### src/rtl/cse_pkg.sv
package cse_pkg;
    localparam int unsigned N_PINS   = 7;
    localparam int unsigned ADDR_W   = 2;
    localparam int unsigned DATA_W   = 8;
    localparam int unsigned LVL_W    = 4;
    localparam int unsigned RDY_BIT  = 4;
    localparam int unsigned MODE_LSB = 4;
    localparam int unsigned EN_BIT   = 6;
    localparam int unsigned PEND_BIT = 7;

    localparam logic [ADDR_W-1:0] A_PINS = 2'd0;
    localparam logic [ADDR_W-1:0] A_CHG  = 2'd1;
    localparam logic [ADDR_W-1:0] A_ENA  = 2'd2;
    localparam logic [ADDR_W-1:0] A_CTRL = 2'd3;

    typedef enum logic [1:0] {
        TRIG_LOW  = 2'd0,
        TRIG_HIGH = 2'd1,
        TRIG_FALL = 2'd2,
        TRIG_RISE = 2'd3
    } trig_e;

    typedef enum logic [1:0] {
        WU_SYNC1 = 2'd0,
        WU_SYNC2 = 2'd1,
        WU_PRIME = 2'd2,
        WU_RUN   = 2'd3
    } wu_e;

    typedef enum logic {
        RP_IDLE = 1'b0,
        RP_PEND = 1'b1
    } rp_e;
endpackage

### src/rtl/cse_sync.sv
module cse_sync #(
    parameter int unsigned W = 7
) (
    input  logic         clk,
    input  logic         rst_n,
    input  logic [W-1:0] async_i,
    output logic [W-1:0] sync_o
);
    logic [W-1:0] stage1_q;
    logic [W-1:0] stage2_q;

    for (genvar i = 0; i < W; i++) begin : g_bit
        always_ff @(posedge clk or negedge rst_n) begin
            if (!rst_n) begin
                stage1_q[i] <= 1'b0;
                stage2_q[i] <= 1'b0;
            end else begin
                stage1_q[i] <= async_i[i];
                stage2_q[i] <= stage1_q[i];
            end
        end
    end

    assign sync_o = stage2_q;
endmodule

### src/rtl/cse_warmup.sv
module cse_warmup
    import cse_pkg::*;
(
    input  logic clk,
    input  logic rst_n,
    output logic armed_o
);
    wu_e state_q, state_d;

    always_ff @(posedge clk or negedge rst_n) begin
        if (!rst_n) state_q <= WU_SYNC1;
        else        state_q <= state_d;
    end

    always_comb begin
        state_d = state_q;
        unique case (state_q)
            WU_SYNC1: state_d = WU_SYNC2;
            WU_SYNC2: state_d = WU_PRIME;
            WU_PRIME: state_d = WU_RUN;
            WU_RUN:   state_d = WU_RUN;
        endcase
    end

    always_comb begin
        armed_o = (state_q == WU_RUN);
    end


    armed_hold_chk: assert property (@(posedge clk) disable iff (!rst_n)
        armed_o |=> armed_o);
endmodule

### src/rtl/cse_ready_path.sv
module cse_ready_path
    import cse_pkg::*;
(
    input  logic  clk,
    input  logic  rst_n,
    input  logic  armed_i,
    input  logic  en_i,
    input  trig_e mode_i,
    input  logic  rdy_now_i,
    input  logic  rdy_prev_i,
    input  logic  clr_i,
    output logic  irq_o,
    output logic  pend_o
);
    rp_e  state_q, state_d;
    logic edge_mode;
    logic hit;

    assign edge_mode = (mode_i == TRIG_FALL) || (mode_i == TRIG_RISE);

    always_comb begin
        hit = 1'b0;
        if (armed_i && en_i) begin
            unique case (mode_i)
                TRIG_RISE: hit = rdy_now_i && !rdy_prev_i;
                TRIG_FALL: hit = !rdy_now_i && rdy_prev_i;
                default:   hit = 1'b0;
            endcase
        end
    end

    always_ff @(posedge clk or negedge rst_n) begin
        if (!rst_n) state_q <= RP_IDLE;
        else        state_q <= state_d;
    end

    always_comb begin
        state_d = state_q;
        unique case (state_q)
            RP_IDLE: if (hit) state_d = RP_PEND;
            RP_PEND: begin
                if (!edge_mode)         state_d = RP_IDLE;
                else if (clr_i && !hit) state_d = RP_IDLE;
            end
        endcase
    end

    always_comb begin
        pend_o = (state_q == RP_PEND);
        irq_o  = 1'b0;
        if (en_i) begin
            unique case (mode_i)
                TRIG_LOW:  irq_o = !rdy_now_i;
                TRIG_HIGH: irq_o = rdy_now_i;
                default:   irq_o = pend_o;
            endcase
        end
    end


    pend_hold_chk: assert property (@(posedge clk) disable iff (!rst_n)
        (pend_o && edge_mode && !clr_i) |=> pend_o);


    no_capture_off_chk: assert property (@(posedge clk) disable iff (!rst_n)
        (!pend_o && !en_i) |=> !pend_o);
endmodule

### src/rtl/card_evt_irq.sv
module card_evt_irq
    import cse_pkg::*;
(
    input  logic              clk,
    input  logic              rst_n,
    input  logic [1:0]        batt_ok_i,
    input  logic [1:0]        card_in_i,
    input  logic              ready_i,
    input  logic [1:0]        volt_sense_i,
    input  logic [ADDR_W-1:0] addr_i,
    input  logic              wr_en_i,
    input  logic [DATA_W-1:0] wr_data_i,
    output logic [DATA_W-1:0] rd_data_o,
    output logic              status_irq_o,
    output logic              ready_irq_o,
    output logic [LVL_W-1:0]  irq_level_o
);
    logic [N_PINS-1:0] pins_raw;
    logic [N_PINS-1:0] pins_s;
    logic [N_PINS-1:0] prev_q;
    logic [N_PINS-1:0] det;
    logic [N_PINS-1:0] chg_q;
    logic [N_PINS-1:0] ena_q;
    logic [N_PINS-1:0] clr_vec;
    logic [LVL_W-1:0]  lvl_q;
    trig_e             mode_q;
    logic              rdy_en_q;
    logic              armed;
    logic              wr_chg;
    logic              rdy_pend;

    assign pins_raw = {volt_sense_i, ready_i, card_in_i, batt_ok_i};

    cse_sync #(.W(N_PINS)) u_sync (
        .clk     (clk),
        .rst_n   (rst_n),
        .async_i (pins_raw),
        .sync_o  (pins_s)
    );

    cse_warmup u_warm (
        .clk     (clk),
        .rst_n   (rst_n),
        .armed_o (armed)
    );

    assign wr_chg  = wr_en_i && (addr_i == A_CHG);
    assign clr_vec = wr_chg ? wr_data_i[N_PINS-1:0] : '0;
    assign det     = armed ? (pins_s ^ prev_q) : '0;

    always_ff @(posedge clk or negedge rst_n) begin
        if (!rst_n) begin
            prev_q   <= '0;
            chg_q    <= '0;
            ena_q    <= '0;
            lvl_q    <= '0;
            mode_q   <= TRIG_LOW;
            rdy_en_q <= 1'b0;
        end else begin
            prev_q <= pins_s;
            chg_q  <= (chg_q & ~clr_vec) | det;
            if (wr_en_i && addr_i == A_ENA) ena_q <= wr_data_i[N_PINS-1:0];
            if (wr_en_i && addr_i == A_CTRL) begin
                lvl_q    <= wr_data_i[LVL_W-1:0];
                mode_q   <= trig_e'(wr_data_i[MODE_LSB+1:MODE_LSB]);
                rdy_en_q <= wr_data_i[EN_BIT];
            end
        end
    end

    cse_ready_path u_rdy (
        .clk        (clk),
        .rst_n      (rst_n),
        .armed_i    (armed),
        .en_i       (rdy_en_q),
        .mode_i     (mode_q),
        .rdy_now_i  (pins_s[RDY_BIT]),
        .rdy_prev_i (prev_q[RDY_BIT]),
        .clr_i      (wr_chg && wr_data_i[PEND_BIT]),
        .irq_o      (ready_irq_o),
        .pend_o     (rdy_pend)
    );

    always_comb begin
        rd_data_o = '0;
        unique case (addr_i)
            A_PINS: rd_data_o[N_PINS-1:0] = pins_s;
            A_CHG: begin
                rd_data_o[N_PINS-1:0] = chg_q;
                rd_data_o[PEND_BIT]   = rdy_pend;
            end
            A_ENA:  rd_data_o[N_PINS-1:0] = ena_q;
            A_CTRL: begin
                rd_data_o[LVL_W-1:0]             = lvl_q;
                rd_data_o[MODE_LSB+1:MODE_LSB]   = mode_q;
                rd_data_o[EN_BIT]                = rdy_en_q;
            end
        endcase
    end

    assign status_irq_o = |(chg_q & ena_q);
    assign irq_level_o  = lvl_q;


    sticky_chk: assert property (@(posedge clk) disable iff (!rst_n)
        !wr_chg |=> ((chg_q & $past(chg_q)) == $past(chg_q)));


    clear_collide_chk: assert property (@(posedge clk) disable iff (!rst_n)
        (wr_chg && det != '0) |=> ((chg_q & $past(det)) == $past(det)));


    warm_quiet_chk: assert property (@(posedge clk) disable iff (!rst_n)
        !armed |=> (chg_q == '0));


    irq_mask_chk: assert property (@(posedge clk) disable iff (!rst_n)
        (ena_q == '0) |-> !status_irq_o);
endmodule

### config.mk
export PLATFORM = sky130hd
export DESIGN_NAME = card_evt_irq
export DESIGN_NICKNAME = d
export VERILOG_FILES = /design/src/rtl/cse_pkg.sv /design/src/rtl/cse_sync.sv /design/src/rtl/cse_warmup.sv /design/src/rtl/cse_ready_path.sv /design/src/rtl/card_evt_irq.sv
export SDC_FILE = /design/constraint.sdc
export NUM_CORES = 1
export LEC_CHECK = 0
export BUFFER_PORTS_ARGS = -buffer_cell sky130_fd_sc_hd__buf_2
export CAP_MARGIN = 20
export CORE_UTILIZATION = 55
export DETAILED_ROUTE_END_ITERATION = 10
export PLACE_DENSITY_LB_ADDON = 0.2
export SETUP_SLACK_MARGIN = 0.02
export SLEW_MARGIN = 5
export SYNTH_ARGS = -nofsm -noshare
export SYNTH_HDL_FRONTEND = slang
export SYNTH_HIERARCHICAL = 1
export SYNTH_SLANG_ARGS = --single-unit
### constraint.sdc
create_clock -name clk -period 2.75 [get_ports clk]
set_input_delay 0.55 -clock clk [delete_from_list [all_inputs] [get_ports clk]]
set_output_delay 0.55 -clock clk [all_outputs]
set_load 0.02 [all_outputs]
==> results_dict.tcl, run 1 <==
set metrics [dict create \
    ir_drop_uv 401 \
    cts_buffers 5 \
    routed_wl_microns 3200 \
    post-route-min-period_ns 2.25 \
    yosysTopAreaCell "dfrtp_1" \
    holdPathStages 1 \
    worstReg2RegEnd "u_rdy/pend_o" \
    grt_pass1_vias 1073 \
    synth_area_sq_um 1860 \
    syn_nets 134 \
    cts_root_buf "clkbuf_4" \
    r2r_cells 3 \
    cts_resized 0 \
    mostFrequentLayoutCell "dfrtp_1" \
    final_core_util_pct 68.7 \
    drt_iter0_drc 77 \
    drive_gt1_share_pct 38.8 \
    place_congestion 0.751 \
    syn_avg_cell_area_sq_um 16.3 \
    nNetsFinal 171 \
    rows 20 \
    tightest_slew_ns 0.410 \
    overflow 0 \
    worstPathRequired_ns 2.20 \
    setup_viol 0 \
    startpoint_type "input port" \
    wl_per_cell_microns 16.3 \
    crit_arrival_ns 1.70 \
    yosys.area.top_type_share_pct 60.7 \
    initial_utilization_pct 59.3 \
    dr.pass1.iters 4 \
    pwr_density_cell_nw_per_um2 660 \
    mostFrequentLayoutCells "dfrtp_1 (45), buf_2 (33), mux2_2 (14)" \
    synth-seq-area-share_pct 60.7 \
    fin_setup_tns_ns 0 \
    die_h_microns 60.1 \
    leakagePower_nw 0.932 \
    clockBufferDepth 2 \
    numPortBuffers 33 \
    cp_max_fo 17 \
    worstReg2RegStart "u_sync/sync_o[4]" \
    holdPathEnd "u_sync/stage1_q[4]" \
    max-cap-violations 0 \
    htreeDepth 2 \
    cts_tree "done" \
    ff2ff_setup_slack_ns 1.75 \
    yosysWarnings 6 \
    ant_nets 0 \
    critPathCaptureType "output port" \
    status "finished clean" \
    hp-start "ready_i" \
    cts_sinks 45 \
    area_growth_syn_to_layout_pct 15.8 \
    die_x_microns 60.1 \
    hold_class "in -> reg" \
    rsz0062_at_grt "false" \
    io_pins 34 \
    skew_ns 0.00632 \
    synthCells 114 \
    antenna_found_initial 0 \
    drv_slew 0 \
    max_freq_ghz 0.444 \
    hpwlAfterDp_microns 2100 \
    slew_headroom_pct 72.7 \
    grt_pass1_wl_microns 5200 \
    critPathKind "in -> out" \
    ys_types 26 \
    clk_pin_slew_worst_paths_ns 0.12 \
    num_antenna_cells 0 \
    core-area_sq_um 3130 \
    grt_start_max_net_pins 46 \
    cts_hold_buf 0 \
    yosys-top-cells-area "dfrtp_1 (61%), mux4_1 (8.5%), mux2_2 (8.5%)" \
    die_area_sq_um 3610 \
    vias 1097 \
    min_period_over_period_pct 82.0 \
    ys_ff_latch 45 \
    cts_post_setup_buffers_inserted 0 \
    avgViaCountPerCell 5.60 \
    hold_viol_final 0 \
    clkLatencyLatePin_ns 0.35 \
    grt.total_usage_pct 20.8 \
    route.detailed.drc 0 \
]
## state kept, by name (all words and copies together) (netlist names)
| register | count |
|---|---|
| u_sync/sync_o | 7 |
| ena_q | 7 |
| mode_q | 2 |
| rdy_en_q | 1 |
| prev_q | 7 |
| u_sync/stage1_q | 7 |
| u_rdy/pend_o | 1 |
| chg_q | 7 |
| u_warm/state_q | 2 |
| irq_level_o | 4 |
## cell families after synthesis
kind of cell / Yosys count / synth area share (%)
xor gates and xnor gates: 8 / 3.78
muxes: 21 / 18.2
buffers and inverters: 5 / 2.22
and+or+nand+nor: 22 / 9.64
AOI/OAI and AO/OA: 13 / 5.46
DFF: 45 / 60.7
## metrics by stage
step / instance area (sq um) / hold WS [ns] / power (mW) / instances / worst slack (ns)
2_1_floorplan: 1860 / 0.254 / 0.928 / 114 / 0.845
3_3_place_gp: 2030 / 0.332 / 1.00 / 186 / 0.500
3_5_place_dp: 2030 / 0.335 / 1.01 / 186 / 0.498
4_1_cts: 2120 / 0.279 / 1.43 / 194 / 0.493
5_1_grt: 2150 / 0.254 / 1.49 / 196 / 0.461
6_report: 2150 / 0.288 / 1.42 / 196 / 0.496
## critical path, cell delays in order
cell and delay [ns]:
buf_2 0.35, mux4_1 0.62, buf_2 0.18
## how the worst max path moves through the flow
stage,endpoint,from,slack [ns],cells after the start
final,rd_data_o[5],addr_i[0],0.50,3
after global routing,rd_data_o[5],addr_i[0],0.46,3
after CTS,rd_data_o[5],addr_i[0],0.49,3
after detailed placement,rd_data_o[5],addr_i[0],0.50,3
after global placement,rd_data_o[5],addr_i[0],0.50,3
after floorplan,rd_data_o[2],addr_i[0],0.84,3
## report_power, final
group	switching, mW	leakage, nW	internal, mW
registers	0.0483	0.505	0.723
logic	0.115	0.381	0.115
clock network	0.202	0.0455	0.217
## per-layer routing
metal	up-vias	track usage, %	routed length (microns)
met5	-	0	0
met4	0	10.3	85
met3	10	8.44	186
met2	39	29.5	1450
met1	538	27.7	1480
li1	510	-	-
## synth_stat cells, drive strengths merged
cell type	instances
nand2	1
nand3b	2
a21oi	1
mux4	7
nand2b	1
dfrtp	45
o21ai	2
mux2	14
xor2	8
nor2b	2
and2	3
nand3	3
or2	1
nor3b	1
a22o	7
and3	1
buf	5
a22oi	2
nand4b	7
a222oi	1
## layout make-up
cell class                 instances  area [sq um]
sequential                        45          1130
fill                             226           978
multi-input combinational         64           688
timing repair buffer              35           195
clock buffer                       7          55.1
tap                               44          55.1
clock inverter                     1          30.0
No activity file was read; power rests on OpenSTA's default activity.
==> inputs of run 2 (changes only) <==
Settings changed: CORE_UTILIZATION 55 to 54.
Clock period 2.75 ns to 2.27 ns, I/O delays scaled along.
==> run 2 against run 1 <==
Against the previous run: highest routed layer unchanged; critical path type unchanged; clock-buffer cell count is 2 lower; die area is 1.8% higher; flip-flop and latch count stayed put.
==> results_dict.tcl, run 2 (same netlist as run 1, synthesis figures left out) <==
set metrics [dict create \
    area_growth_syn_to_layout_pct 15.7 \
    place_congestion 0.806 \
    critPathMostFrequentCell "buf_2" \
    cts_hold_buf 0 \
    status "finished clean" \
    rsz0062_at_grt "false" \
    ff2ff_setup_slack_ns 1.26 \
    critPathCaptureType "output port" \
    ant_nets 0 \
    design_area_sq_um 2150 \
    cp-startpoint "addr_i[0]" \
    cts_buffers 5 \
    setup_ws_ns 0.265 \
    die_area_sq_um 3670 \
    vias 1112 \
    worstReg2RegStart "u_warm/state_q[0]" \
    overflow 0 \
    clkLatencyLatePin_ns 0.35 \
    grt_pass1_vias 1159 \
    ir_drop_uv 396 \
    crit_slowest_cell "mux4_1" \
    skew_ns 0.00446 \
    cp_top_family "multiplexers" \
    route.detailed.drc 0 \
    numPortBuffers 33 \
    slew_headroom_pct 66.2 \
    routed_wl_microns 3240 \
    worstReg2RegEnd "chg_q[6]" \
    hpwlAfterDp_microns 2290 \
    cp_max_fo 12 \
    num_antenna_cells 0 \
    initial_utilization_pct 58.8 \
    nNetsFinal 171 \
    max-cap-violations 0 \
    setup_viol 0 \
    tightest_slew_ns 0.507 \
    clockBufferDepth 2 \
    rows 20 \
    post-route-min-period_ns 2.00 \
    grt_pass1_wl_microns 5350 \
    mostFrequentLayoutCell "dfrtp_1" \
    dp_slack_ns 0.277 \
    htreeDepth 2 \
    crit_arrival_ns 1.55 \
    clk_pin_slew_worst_paths_ns 0.12 \
    cts_sinks 45 \
    mostFrequentLayoutCells "dfrtp_1 (45), buf_2 (33), mux2_2 (14)" \
    leakagePower_nw 0.933 \
    drv_slew 0 \
    drive_gt1_share_pct 39.7 \
    min_period_over_period_pct 88.3 \
    cts_tree "done" \
    max_freq_ghz 0.499 \
    io_pins 34 \
    grt.total_usage_pct 21.2 \
    drt_iter0_drc 43 \
    antenna_found_initial 0 \
    hold_viol_final 0 \
    cts_post_setup_buffers_inserted 0 \
    cp_cell_sequence "buf_2, buf_12, mux4_1, buf_2" \
    path_buf_inv 3 \
    placed_cell_area_sq_um 2070 \
    cts_resized 0 \
    cts_root_buf "clkbuf_4" \
    dr.pass1.iters 4 \
    hold_class "in -> async" \
    fin_setup_tns_ns 0 \
    worstPathRequired_ns 1.82 \
    cp_num_cells 4 \
    startpoint_type "input port" \
    whs_ns 0.0556 \
    pwr_density_cell_nw_per_um2 779 \
    grt_start_max_net_pins 24 \
    n_fill_cell 252 \
    critPathKind "in -> out" \
    die_x_microns 60.6 \
    avgViaCountPerCell 5.70 \
    wl_per_cell_microns 16.6 \
    die_h_microns 60.6 \
    finalPower_mw 1.67 \
    r2r_cells 2 \
    critPathMaxStageDelay_ns 0.57 \
    core-area_sq_um 3150 \
]
==> run 2: cell types whose count changed in the layout (fill, tap and decap cells not counted) <==
cell           delta
buf_12            +1
dlygate4sd3_1     -1
clkbuf_1          -1
clkinv_2          +1
clkbuf_8          -1
==> run 2: how the worst max path moves through the flow <==
stage          slack (ns)            to
6_report             0.27  rd_data_o[5]
5_1_grt              0.20  rd_data_o[4]
4_1_cts              0.27  rd_data_o[5]
3_5_place_dp         0.28  rd_data_o[5]
3_3_place_gp         0.28  rd_data_o[5]
2_1_floorplan        0.56  rd_data_o[2]
==> run 2: through the flow <==
| step | cells | utilization, % |
|---|---|---|
| CTS | 195 | 68.1 |
| floorplan | 114 | - |
| detailed placement | 188 | 65.8 |
| global route | 195 | 68.1 |
| global placement | 188 | 65.8 |
| finish | 195 | 68.1 |
==> run 2: report_power, final <==
group          internal, mW  leakage, nW  total (mW)  switching, mW
logic                 0.141        0.387       0.282          0.141
registers             0.876        0.505       0.935         0.0598
clock network         0.224       0.0410       0.456          0.232
total                  1.24        0.933        1.67          0.432
==> run 2: metal layers <==
layer  GRT usage [%]  part of all wire (%)  vias to the layer above
met3            7.25                   5.6                        2
li1                -                     -                      506
met4            7.79                  0.59                        0
met2            35.5                    52                       38
met1            25.5                    42                      566
met5               0                     0                        -
==> run 2: area by class of cell <==
| class | instances | area [sq um] | share of cell area [%] |
|---|---|---|---|
| clock buffers | 5 | 37.5 | 1.75 |
| repair buffers | 35 | 205 | 9.56 |
| well taps | 44 | 55.1 | 2.56 |
| multi-input cells | 64 | 688 | 32.1 |
| flip-flops and latches | 45 | 1130 | 52.4 |
| clock inverters | 2 | 35.0 | 1.63 |
